[src/rtl/clkpre_pkg.sv]
package clkpre_pkg;
  localparam int BUS_W  = 8;
  localparam int ADDR_W = 2;
  localparam int FAST_W = 4;
  localparam int MODE_W = 3;
  localparam int AUX_W  = 4;
  localparam int SLOW_W = 8;
  localparam int MULT_W = 3;
  localparam int NAUX   = 2;

  localparam logic [ADDR_W-1:0] SEL_FAST = 2'd0;
  localparam logic [ADDR_W-1:0] SEL_SLOW = 2'd1;
  localparam logic [ADDR_W-1:0] SEL_AUX  = 2'd2;

  localparam logic [MODE_W-1:0] MODE_X3 = 3'b011;
  localparam logic [MODE_W-1:0] MODE_X4 = 3'b100;
  localparam logic [MODE_W-1:0] MODE_X5 = 3'b101;

  localparam logic [FAST_W-1:0]     RST_FAST = 4'hF;
  localparam logic [MODE_W-1:0]     RST_MODE = MODE_X4;
  localparam logic [SLOW_W-1:0]     RST_SLOW = 8'hB6;
  localparam logic [NAUX*AUX_W-1:0] RST_AUX  = 8'hFF;

  function automatic logic mode_ok(input logic [MODE_W-1:0] m);
    return (m == MODE_X3) || (m == MODE_X4) || (m == MODE_X5);
  endfunction

  function automatic logic [MULT_W-1:0] mode_mult(input logic [MODE_W-1:0] m);
    logic [MULT_W-1:0] r;
    case (m)
      MODE_X3: r = 3'd3;
      MODE_X5: r = 3'd5;
      default: r = 3'd4;
    endcase
    return r;
  endfunction
endpackage

[src/rtl/clkpre_regs.sv]
module clkpre_regs
  import clkpre_pkg::*;
(
  input  logic              clk,
  input  logic              rst_n,
  input  logic              wr_en,
  input  logic [ADDR_W-1:0] addr,
  input  logic [BUS_W-1:0]  wdata,
  output logic [BUS_W-1:0]  rdata,
  output logic [FAST_W-1:0] fast_div,
  output logic [MODE_W-1:0] pll_mode,
  output logic [SLOW_W-1:0] slow_div,
  output logic [AUX_W-1:0]  aux1_div,
  output logic [AUX_W-1:0]  aux2_div
);
  logic wr_fast, wr_slow, wr_aux;
  logic [MODE_W-1:0] mode_wr;

  assign wr_fast = wr_en && (addr == SEL_FAST);
  assign wr_slow = wr_en && (addr == SEL_SLOW);
  assign wr_aux  = wr_en && (addr == SEL_AUX);
  assign mode_wr = wdata[FAST_W +: MODE_W];

  always_ff @(posedge clk) begin
    if (!rst_n) begin
      fast_div <= RST_FAST;
      pll_mode <= RST_MODE;
      slow_div <= RST_SLOW;
      aux1_div <= RST_AUX[0 +: AUX_W];
      aux2_div <= RST_AUX[AUX_W +: AUX_W];
    end else begin
      if (wr_fast) begin
        fast_div <= wdata[FAST_W-1:0];
        if (mode_ok(mode_wr)) pll_mode <= mode_wr;
      end
      if (wr_slow) slow_div <= wdata[SLOW_W-1:0];
      if (wr_aux) begin
        aux1_div <= wdata[0 +: AUX_W];
        aux2_div <= wdata[AUX_W +: AUX_W];
      end
    end
  end

  always_comb begin
    case (addr)
      SEL_FAST: rdata = {1'b0, pll_mode, fast_div};
      SEL_SLOW: rdata = slow_div;
      SEL_AUX:  rdata = {aux2_div, aux1_div};
      default:  rdata = '0;
    endcase
  end
endmodule

[src/rtl/clkpre_tick_div.sv]
module clkpre_tick_div #(
  parameter int W = 4,
  parameter logic [W-1:0] RST_LIM = '1
) (
  input  logic         clk,
  input  logic         rst_n,
  input  logic         run,
  input  logic [W-1:0] lim_in,
  output logic         tick
);
  logic [W-1:0] cnt;
  logic [W-1:0] lim;
  logic         at_end;

  assign at_end = (cnt == lim);

  always_ff @(posedge clk) begin
    if (!rst_n) begin
      cnt <= '0;
      lim <= RST_LIM;
    end else if (!run) begin
      cnt <= '0;
      lim <= lim_in;
    end else if (at_end) begin
      cnt <= '0;
      lim <= lim_in;
    end else begin
      cnt <= cnt + 1'b1;
    end
  end

  assign tick = run && at_end;
endmodule

[src/rtl/clkpre_halfwave.sv]
module clkpre_halfwave #(
  parameter int W = 8,
  parameter logic [W-1:0] RST_LIM = '1
) (
  input  logic         clk,
  input  logic         rst_n,
  input  logic [W-1:0] lim_in,
  output logic         wave
);
  logic flip;

  clkpre_tick_div #(.W(W), .RST_LIM(RST_LIM)) u_div (
    .clk    (clk),
    .rst_n  (rst_n),
    .run    (1'b1),
    .lim_in (lim_in),
    .tick   (flip)
  );

  always_ff @(posedge clk) begin
    if (!rst_n)    wave <= 1'b0;
    else if (flip) wave <= ~wave;
  end
endmodule

[src/rtl/clk_prescale_unit.sv]
module clk_prescale_unit
  import clkpre_pkg::*;
(
  input  logic              clk,
  input  logic              rst_n,
  input  logic              wr_en,
  input  logic [ADDR_W-1:0] addr,
  input  logic [BUS_W-1:0]  wdata,
  output logic [BUS_W-1:0]  rdata,
  input  logic              pll_sel,
  input  logic              main_stable,
  input  logic              aux1_en,
  input  logic              aux2_en,
  output logic              fast_tick,
  output logic              slow_clk,
  output logic              aux1_tick,
  output logic              aux2_tick,
  output logic [MULT_W-1:0] fast_mult
);
  logic [FAST_W-1:0] fast_div;
  logic [MODE_W-1:0] pll_mode;
  logic [SLOW_W-1:0] slow_div;
  logic [AUX_W-1:0]  aux_div [NAUX];
  logic [NAUX-1:0]   aux_gate;
  logic [NAUX-1:0]   aux_tick;

  clkpre_regs u_regs (
    .clk      (clk),
    .rst_n    (rst_n),
    .wr_en    (wr_en),
    .addr     (addr),
    .wdata    (wdata),
    .rdata    (rdata),
    .fast_div (fast_div),
    .pll_mode (pll_mode),
    .slow_div (slow_div),
    .aux1_div (aux_div[0]),
    .aux2_div (aux_div[1])
  );

  clkpre_tick_div #(.W(FAST_W), .RST_LIM(RST_FAST)) u_fast (
    .clk    (clk),
    .rst_n  (rst_n),
    .run    (1'b1),
    .lim_in (fast_div),
    .tick   (fast_tick)
  );

  clkpre_halfwave #(.W(SLOW_W), .RST_LIM(RST_SLOW)) u_slow (
    .clk    (clk),
    .rst_n  (rst_n),
    .lim_in (slow_div),
    .wave   (slow_clk)
  );

  assign aux_gate = {aux2_en & main_stable, aux1_en & main_stable};

  for (genvar gi = 0; gi < NAUX; gi++) begin : g_aux
    clkpre_tick_div #(.W(AUX_W), .RST_LIM(RST_AUX[gi*AUX_W +: AUX_W])) u_div (
      .clk    (clk),
      .rst_n  (rst_n),
      .run    (aux_gate[gi]),
      .lim_in (aux_div[gi]),
      .tick   (aux_tick[gi])
    );
  end

  assign aux1_tick = aux_tick[0];
  assign aux2_tick = aux_tick[1];
  assign fast_mult = pll_sel ? mode_mult(pll_mode) : MULT_W'(1);
endmodule

[config.mk]
export PLATFORM = sky130hd
export DESIGN_NAME = clk_prescale_unit
export DESIGN_NICKNAME = d
export VERILOG_FILES = /design/src/rtl/clkpre_pkg.sv /design/src/rtl/clkpre_regs.sv /design/src/rtl/clkpre_tick_div.sv /design/src/rtl/clkpre_halfwave.sv /design/src/rtl/clk_prescale_unit.sv
export SDC_FILE = /design/constraint.sdc
export NUM_CORES = 1
export LEC_CHECK = 0
export CAP_MARGIN = 10
export CORE_MARGIN = 5
export CORE_UTILIZATION = 25
export DETAILED_ROUTE_END_ITERATION = 8
export DONT_BUFFER_PORTS = 1
export PLACE_DENSITY = 0.36
export SETUP_SLACK_MARGIN = 0.02
export SYNTH_ARGS = -nofsm -noshare
export SYNTH_HDL_FRONTEND = slang
export SYNTH_SLANG_ARGS = --single-unit
[constraint.sdc]
create_clock -name clk -period 1.7 [get_ports clk]
set_input_delay 0.17 -clock clk [delete_from_list [all_inputs] [get_ports clk]]
set_output_delay 0.17 -clock clk [all_outputs]
set_load 0.03 [all_outputs]
==> flow_metrics.tcl, run 1 <==
set metrics [dict create \
    yosys-top-cells-area "dfxtp_1, mux2i_1, nand2_1" \
    whs_ps 5.51 \
    critPathLaunchType "flop" \
    grt_max_degree 42 \
    synth-warning-count 0 \
    fp-row-count 39 \
    relSlewSlack_pct 64.0 \
    grt_pass1_wl_um 11500 \
    htreeDepth 3 \
    synth_most_common_cell "nand2_1" \
    firstDrtPassIters 6 \
    maxSlewViolCount 0 \
    critPathKind "reg -> out" \
    end_kind "output port" \
    dpl.hpwl_um 4610 \
    synth_top_area_cell "dfxtp_1" \
    drc 0 \
    die_h_um 117 \
    rsz0062_at_grt "false" \
    syn_area_um2 2840 \
    synth_top_area_share_pct 45.1 \
    cts_tree "built" \
    power_density_nw_per_um2 1090 \
    grt_antenna_before_repair 0 \
    drtIter0Drc 72 \
    ant_nets 0 \
    ir_drop_v 0.000515 \
    synth_flop_cell "dfxtp_1" \
    async_reset_ff_share_pct 0 \
    chipWidth_um 117 \
    coreArea_um2 11300 \
    ys_ff_latch 64 \
    hold_viol 0 \
    yosysSeqAreaShare_pct 45.1 \
    drive_gt1_share_pct 10.9 \
    place_area_um2 3070 \
    via_count 2155 \
    cts_buffer_depth 2 \
    clkLatencyLatePin_ps 330 \
    hp-class "in -> reg" \
    cp.required_ps 1530 \
    final_area_um2 3540 \
    dp_slack_ps 268 \
    finClkSkew_ps 4.23 \
    synthDistinctLibCells 31 \
    p_leak_nw 1.34 \
    routed_wl_um 6950 \
    overflow 0 \
    synth-edff-count 0 \
    wl_per_cell_um 14.4 \
    antenna_cells 0 \
    worst_pin_slew_ps 540 \
    clkSinkCount 64 \
    syn_inst 308 \
    start_util_pct 25.2 \
    syn-mean-instance-area_um2 9.23 \
    clk_pin_slew_ps 50 \
    io_buffers 0 \
    min_period_over_period_pct 90.8 \
    synth_common_cells "nand2_1, dfxtp_1, mux2i_1" \
    final_util_pct 31.4 \
    grt_pass1_vias 2250 \
    synthesis.nets 329 \
    cts_buffers 9 \
    cp_data_arrival_time_ps 1370 \
    grt_usage_pct 11.1 \
    status "completed" \
    cts-root-buf "clkbuf_16" \
    max_freq_ghz 0.648 \
    boundaryPins 32 \
    dieArea_um2 13600 \
    nFillCells 1186 \
    area_growth_pct 24.4 \
    cp_max_fo 2 \
    fin_crit_ps 1540 \
    setup_viol 0 \
    layout.nets 355 \
    gp_congestion 0.725 \
    max_cap_viol_count 0 \
    setup_ws_ps 156 \
    via_per_inst 4.48 \
    tns_ps 0 \
]
## report_power, final
| part | total (mW) | internal [mW] | switching, mW | leakage (nW) |
|---|---|---|---|---|
| combinational | 0.282 | 0.122 | 0.160 | 0.663 |
| clock | 1.99 | 1.35 | 0.636 | 0.159 |
| sequential | 1.58 | 1.55 | 0.0390 | 0.521 |
| total | 3.86 | 3.02 | 0.835 | 1.34 |
## critical path, stage by stage, from the launching register on
cell	delay (ps)
dfxtp_1	320
xor2_1	190
nor4_4	330
buf_4	210
## sequential cells by signal (all words and copies together), names as in the netlist
signal and flops:
g_aux.u_div.lim 8, u_regs.fast_div 4, u_regs.aux1_div 4, u_slow.u_div.cnt 8, u_regs.slow_div 8, g_aux.u_div.cnt 8
u_fast.lim 4, u_fast.cnt 4, u_slow.u_div.lim 8, u_regs.pll_mode 3, u_regs.aux2_div 4, u_slow.wave 1
## repair_timing
item                                    4_1_cts  5_1_grt
hold buffers                                 11        2
endpoints found under the setup margin        1        0
setup buffers                                 1        0
hold endpoints to repair                     42        4
gates resized for setup                       0        0
## cells in the final DEF, fill, tap and decap left out, drive strengths merged, types with 4 or more instances in the layout
| cell type | instances |
|---|---|
| dfxtp | 64 |
| mux2i | 27 |
| clkbuf | 12 |
| ha | 4 |
| a21boi | 5 |
| inv | 6 |
| and3 | 4 |
| nor3b | 9 |
| dlygate4sd3 | 12 |
| xnor2 | 20 |
| nand3 | 17 |
| buf | 18 |
| o311ai | 5 |
| nor2 | 13 |
| o211ai | 5 |
| nand2 | 67 |
| nand4 | 4 |
| o21ai | 14 |
| xor2 | 14 |
## cell type report
cell class / instances / area, µm² / share of cell area, %
clock buffer: 12 / 256 / 7.25
clock inverter: 3 / 65.1 / 1.84
multi-input combinational: 223 / 1460 / 41.4
sequential: 64 / 1280 / 36.2
inverter: 6 / 22.5 / 0.637
timing repair buffer: 30 / 268 / 7.57
tap: 143 / 179 / 5.06
## path summary, 6_finish.rpt
kind	slack, ps	startpoint	cells past startpoint	end
worst min register to register	470	u_slow.u_div.lim[0]$_SDFFE_PN0N_	2	u_slow.u_div.lim[0]$_SDFFE_PN0N_
worst min-delay path	6	wdata[4]	2	u_regs.pll_mode[0]$_SDFFE_PN0P_
worst max-delay path	160	u_fast.lim[3]$_SDFFE_PN1P_	3	fast_tick
worst max register to register	300	u_fast.lim[3]$_SDFFE_PN1P_	5	u_fast.lim[3]$_SDFFE_PN1P_
## cell families after synthesis
| family | share of synthesized area, % |
|---|---|
| AO/OA/AOI/OAI | 8.98 |
| XOR/XNOR | 10.5 |
| adder cells (fa/ha/maj) | 1.76 |
| buffers and inverters | 3.39 |
| flip-flops | 45.1 |
| multiplexers | 9.51 |
| AND/OR/NAND/NOR | 20.8 |
## routing by layer
layer | track usage [%] | part of all wire, % | up-vias
met2 | 16.1 | 42 | 37
met1 | 15.4 | 52 | 1007
li1 | - | - | 1101
met3 | 3.99 | 5.0 | 10
met5 | 0 | 0 | -
met4 | 2.98 | 1.1 | 0
## stage by stage
stage | instances | power (mW)
after floorplan | 308 | 1.81
after global placement | 452 | 1.85
after detailed placement | 452 | 1.85
after CTS | 479 | 3.91
after global routing | 481 | 4.02
final | 481 | 3.86
No activity file was read; power rests on OpenSTA's default activity.
==> inputs of run 2 (changes only) <==
BUFFER_PORTS_ARGS = -buffer_cell sky130_fd_sc_hd__buf_2   (was default)
CTS_BUF_LIST = sky130_fd_sc_hd__clkbuf_2   (was default)
DONT_BUFFER_PORTS = default   (was 1)
PLACE_DENSITY = 0.39   (was 0.36)
==> run 2 against run 1 <==
  * The run now ends with negative setup slack left
  * Non-clock buffer count grew 26
  * Wire length shrank 4.1%
  * Via count grew 1.9%
  * Critical endpoint unchanged
  * Largest cell class unchanged
  * Clock power shrank 46%
  * Die area is the same
  * Sequential cell count is the same
  * Combinational power grew 19%
  * Count of clock-buffer cells in the layout shrank 1
  * Final area grew 2.6%
==> flow_metrics.tcl, run 2 (synthesis gave the netlist of run 1 again) <==
set metrics [dict create \
    cts_buffers 9 \
    fin_crit_ps 1800 \
    coreArea_um2 11300 \
    ant_nets 0 \
    combPwrFrac_pct 11.2 \
    relSlewSlack_pct 68.9 \
    area_growth_pct 27.7 \
    cts_buffer_depth 2 \
    drc 0 \
    setup_ws_ps -99.3 \
    min_period_over_period_pct 106 \
    firstDrtPassIters 4 \
    start_util_pct 25.2 \
    use_met1_pct 15.2 \
    maxSlewViolCount 0 \
    use_met3_pct 3.37 \
    dieArea_um2 13600 \
    grt_max_degree 62 \
    power_switching_uw 804 \
    overflow 0 \
    drtIter0Drc 104 \
    htreeDepth 3 \
    rsz0062_at_grt "true" \
    internal_power_mw 2.19 \
    cts_tree "built" \
    cts-root-buf "clkbuf_2" \
    boundaryPins 32 \
    nFillCells 1185 \
    cp_max_fo 2 \
    via_per_inst 4.32 \
    grt_use_met2_pct 14.5 \
    critPathLaunchType "flop" \
    chipWidth_um 117 \
    clkLatencyLatePin_ps 520 \
    most-common-layout-cells "nand2_1, dfxtp_1, mux2i_1, dfxtp_2, buf_4" \
    clk_pin_slew_ps 200 \
    drive_gt1_share_pct 30.4 \
    grt_antenna_before_repair 0 \
    swShare_pct 26.8 \
    layout.nets 381 \
    pwr-share-seq_pct 53.0 \
    dpl.hpwl_um 4680 \
    finClkSkew_ps 32.8 \
    status "finished, violations left" \
    grt_usage_pct 10.7 \
    power_density_nw_per_um2 826 \
    ir_drop_v 0.000362 \
    multi_input_area_um2 1570 \
    regArea_um2 1330 \
    cp.required_ps 1530 \
    via_count 2196 \
    cp_data_arrival_time_ps 1630 \
    wl_per_cell_um 13.1 \
    critPathKind "reg -> out" \
    gp_congestion 0.765 \
    hp-class "in -> reg" \
    clkSinkCount 64 \
    hold_viol 0 \
    p_leak_nw 1.45 \
    routed_wl_um 6670 \
    max_cap_viol_count 0 \
    fp-row-count 39 \
    busiest_layer "met1" \
    final_common_cell "nand2_1" \
    grt_pass1_vias 2182 \
    die_h_um 117 \
    violations "negative setup slack" \
    place_inst 475 \
    rrSetupSlack_ps 230 \
    io_buffers 31 \
    max_freq_ghz 0.556 \
    end_kind "output port" \
    grt_pass1_wl_um 11100 \
    antenna_cells 0 \
    whs_ps 29.6 \
    setup_viol 1 \
    clockPowerShare_pct 35.8 \
    worst_pin_slew_ps 465 \
    final_cell_count_no_fill 508 \
]
[run 2: final timing paths]
path,startpoint,to,cells past startpoint
setup / recovery,u_fast.lim[1]$_SDFFE_PN1P_,fast_tick,3
hold / removal,wr_en,u_regs.slow_div[3]$_SDFFE_PN0P_,4
setup reg to reg,g_aux[1].u_div.lim[2]$_SDFFE_PN1P_,g_aux[1].u_div.lim[0]$_SDFFE_PN1P_,5
hold reg to reg,u_fast.cnt[0]$_SDFF_PP0_,u_fast.cnt[0]$_SDFF_PP0_,1
[run 2: area by class of cell]
type / instances / share of cell area (%)
multi-input combinational: 223 / 43.2
sequential: 64 / 36.5
timing repair buffer: 56 / 11.0
tap: 143 / 4.93
clock inverter: 5 / 2.24
clock buffer: 11 / 1.52
inverter: 6 / 0.621
[run 2: through the flow]
step                area (µm²)  util [%]  setup TNS (ps)  total power [mW]  setup WS, ps
floorplan                 2840         -               0              1.81           113
global placement          3170      28.2               0              1.91           257
detailed placement        3170      28.2               0              1.91           180
CTS                       3570      31.7            -175              3.03          -161
global route              3630      32.2            -304              3.14          -184
finish                    3630      32.2           -99.3              3.00         -99.3
[run 2: power by group through the flow]
| stage | combinational (mW) | clock, mW | sequential, mW |
|---|---|---|---|
| 2_1_floorplan | 0.203 | 0 | 1.61 |
| 3_3_place_gp | 0.290 | 0 | 1.62 |
| 3_5_place_dp | 0.292 | 0 | 1.62 |
| 4_1_cts | 0.329 | 1.11 | 1.59 |
| 5_1_grt | 0.373 | 1.17 | 1.60 |
| 6_report | 0.335 | 1.07 | 1.59 |
[run 2: timing repair]
action / 4_1_cts / 5_1_grt
hold endpoints to repair: 22 / 0
gates resized for setup: 38 / 22
setup buffers: 7 / 2
hold buffers: 8 / 0
pin swaps: 6 / 4
endpoints found under the setup margin: 8 / 11
[run 2: per-layer routing]
metal / part of all wire (%) / wire length [µm] / vias to the layer above
li1: - / - / 1151
met1: 52 / 3440 / 997
met2: 41 / 2750 / 37
met3: 5.2 / 348 / 11
met4: 1.9 / 125 / 0
met5: 0 / 0 / -
[run 2: critical path: stages (launching register included)]
cell     delay [ps]
dfxtp_2         370
xor2_1          170
nor4_4          340
buf_4           220
==> inputs of run 3 (changes only) <==
ABC_AREA = 1   (was default)
SKIP_LAST_GASP = 1   (was default)
==> run 3 against run 2 <==
  * The flow now finishes without violations
  * Non-clock buffer count fell by 5
  * Via count rose by 20%
  * Clock power fell by 19%
  * Register-to-register slack improved by 140 ps
  * Worst setup slack improved by 140 ps
  * Critical path type unchanged
==> flow_metrics.tcl, run 3 <==
set metrics [dict create \
    grt_usage_pct 11.1 \
    area_growth_pct 22.0 \
    end_kind "output port" \
    r2r_cells 8 \
    status "completed" \
    syn-mean-instance-area_um2 7.50 \
    max_freq_ghz 0.601 \
    via_per_inst 4.33 \
    dieArea_um2 14200 \
    power_density_nw_per_um2 780 \
    most-common-layout-cells "nand2_1, nand3_1, dfxtp_1, inv_1, nor2_1" \
    io_buffers 31 \
    min_period_over_period_pct 97.8 \
    cts_buffer_depth 2 \
    gp_congestion 0.714 \
    coreArea_um2 11900 \
    critPathKind "reg -> out" \
    min-delay-start "wr_en" \
    ir_drop_v 0.000300 \
    clkSinkCount 64 \
    via_count 2627 \
    drive_gt1_share_pct 23.6 \
    drc 0 \
    setup_viol 0 \
    yosys-top-cells-area "dfxtp_1, nand2_1, nand3_1" \
    cts_buffers 9 \
    ant_nets 0 \
    grt_pass1_wl_um 12600 \
    htreeDepth 3 \
    max_cap_viol_count 0 \
    ys_ff_latch 64 \
    final_common_cell "nand2_1" \
    relSlewSlack_pct 74.4 \
    clk_pin_slew_ps 170 \
    grt_pass1_vias 2623 \
    whs_ps 90.0 \
    synthDistinctLibCells 28 \
    final_util_pct 30.7 \
    grt_antenna_before_repair 1 \
    synth_common_cells "nand2_1, dfxtp_1, nand3_1" \
    worstHoldPathCells 5 \
    tns_ps 0 \
    critPathLaunchType "flop" \
    hold_viol 0 \
    overflow 0 \
    finClkSkew_ps 14.4 \
    syn_inst 398 \
    hp-class "in -> reg" \
    rsz0062_at_grt "true" \
    synth_top_area_share_pct 42.9 \
    dpl.hpwl_um 5410 \
    async_reset_ff_share_pct 0 \
    firstDrtPassIters 4 \
    syn_area_um2 2980 \
    cts_tree "built" \
    nFillCells 1293 \
    layout.nets 475 \
    synth-edff-count 0 \
    synth-warning-count 0 \
    synth_most_common_cell "nand2_1" \
    boundaryPins 32 \
    clkLatencyLatePin_ps 500 \
    cp.required_ps 1530 \
    die_h_um 119 \
    p_leak_nw 1.75 \
    start_util_pct 25.2 \
    r2r_start "g_aux[1].u_div.lim[3]$_SDFFE_PN1P_" \
    drtIter0Drc 91 \
    critPathLaunch "u_fast.lim[0]$_SDFFE_PN1P_" \
    worst_pin_slew_ps 382 \
    synth_top_area_cell "dfxtp_1" \
    chipWidth_um 119 \
    cp_max_fo 2 \
    yosysSeqAreaShare_pct 42.9 \
    grt_max_degree 20 \
    synth_flop_cell "dfxtp_1" \
    routed_wl_um 7390 \
    wl_per_cell_um 12.2 \
    cp_data_arrival_time_ps 1490 \
    maxSlewViolCount 0 \
    fp-row-count 40 \
    cts-root-buf "clkbuf_2" \
    p_total_mw 2.84 \
    fin_crit_ps 1660 \
    synthesis.nets 419 \
]
-- run 3: cell types whose count changed after synthesis, sizes merged, moves of 6 or more --
| cell | change |
|---|---|
| nand2 | +54 |
| nand3 | +46 |
| inv | +37 |
| mux2i | -27 |
| nor2 | +27 |
| xnor2 | -15 |
| nor3 | +11 |
| o21ai | -10 |
| nor3b | -9 |
| a21oi | +6 |
-- run 3: timing repair --
item / 4_1_cts / 5_1_grt
buffers inserted: 8 / 1
pin swaps: 4 / 5
gates resized for setup: 22 / 11
hold buffers: 9 / 0
setup endpoints to repair: 4 / 7
endpoints found under the hold margin: 27 / 0
-- run 3: layout make-up --
cell class	count	area (µm²)	area share, %
multi-input cells	284	1540	42.4
inverters	44	165	4.54
repair buffers	51	349	9.59
clock inverters	6	51.3	1.41
flip-flops and latches	64	1300	35.6
well taps	147	184	5.05
clock buffers	9	45.0	1.24
diodes	2	5.00	0.137
-- run 3: cell families after synthesis --
group                      after synthesis  share of synthesized area (%)
and+or+nand+nor                        236                           37.4
DFF                                     64                           42.9
buffers and inverters                   50                           6.37
xor gates and xnor gates                24                           7.04
AOI/OAI and AO/OA                       20                           4.53
adders and majority gates                4                           1.68
-- run 3: per-layer routing --
layer	vias up	global-route usage (%)	part of all wire, %
met5	-	0	0
met4	0	4.13	1.7
met3	8	3.09	4.0
met2	39	16.5	43
met1	1196	15.2	51
li1	1384	-	-
-- run 3: path summary, 6_finish.rpt --
path                                        endpoint  slack [ps]
setup / recovery                           fast_tick          40
hold / removal       u_regs.slow_div[4]$_SDFFE_PN1P_          90
setup reg to reg  g_aux[1].u_div.lim[2]$_SDFFE_PN1P_         370
hold reg to reg     g_aux[0].u_div.cnt[0]$_SDFF_PP0_         470
-- run 3: report_power, final --
part,internal (mW),total [mW],switching (mW)
Sequential,1.56,1.60,0.0466
Combinational,0.136,0.368,0.232
Clock,0.313,0.868,0.555
-- run 3: critical path, cell delays in order, from the launching register on --
cell	delay, ps
dfxtp_2	350
or2_4	250
a21oi_4	160
nand2_4	70
inv_2	50
buf_6	120
-- run 3: per-stage QoR --
step | instance area, µm² | cells | setup slack [ps]
after floorplan | 2980 | 398 | 207
after CTS | 3610 | 604 | -27.9
final | 3640 | 607 | 36.6
after global placement | 3310 | 572 | 356
after global routing | 3640 | 607 | -67.9
after detailed placement | 3310 | 572 | 331
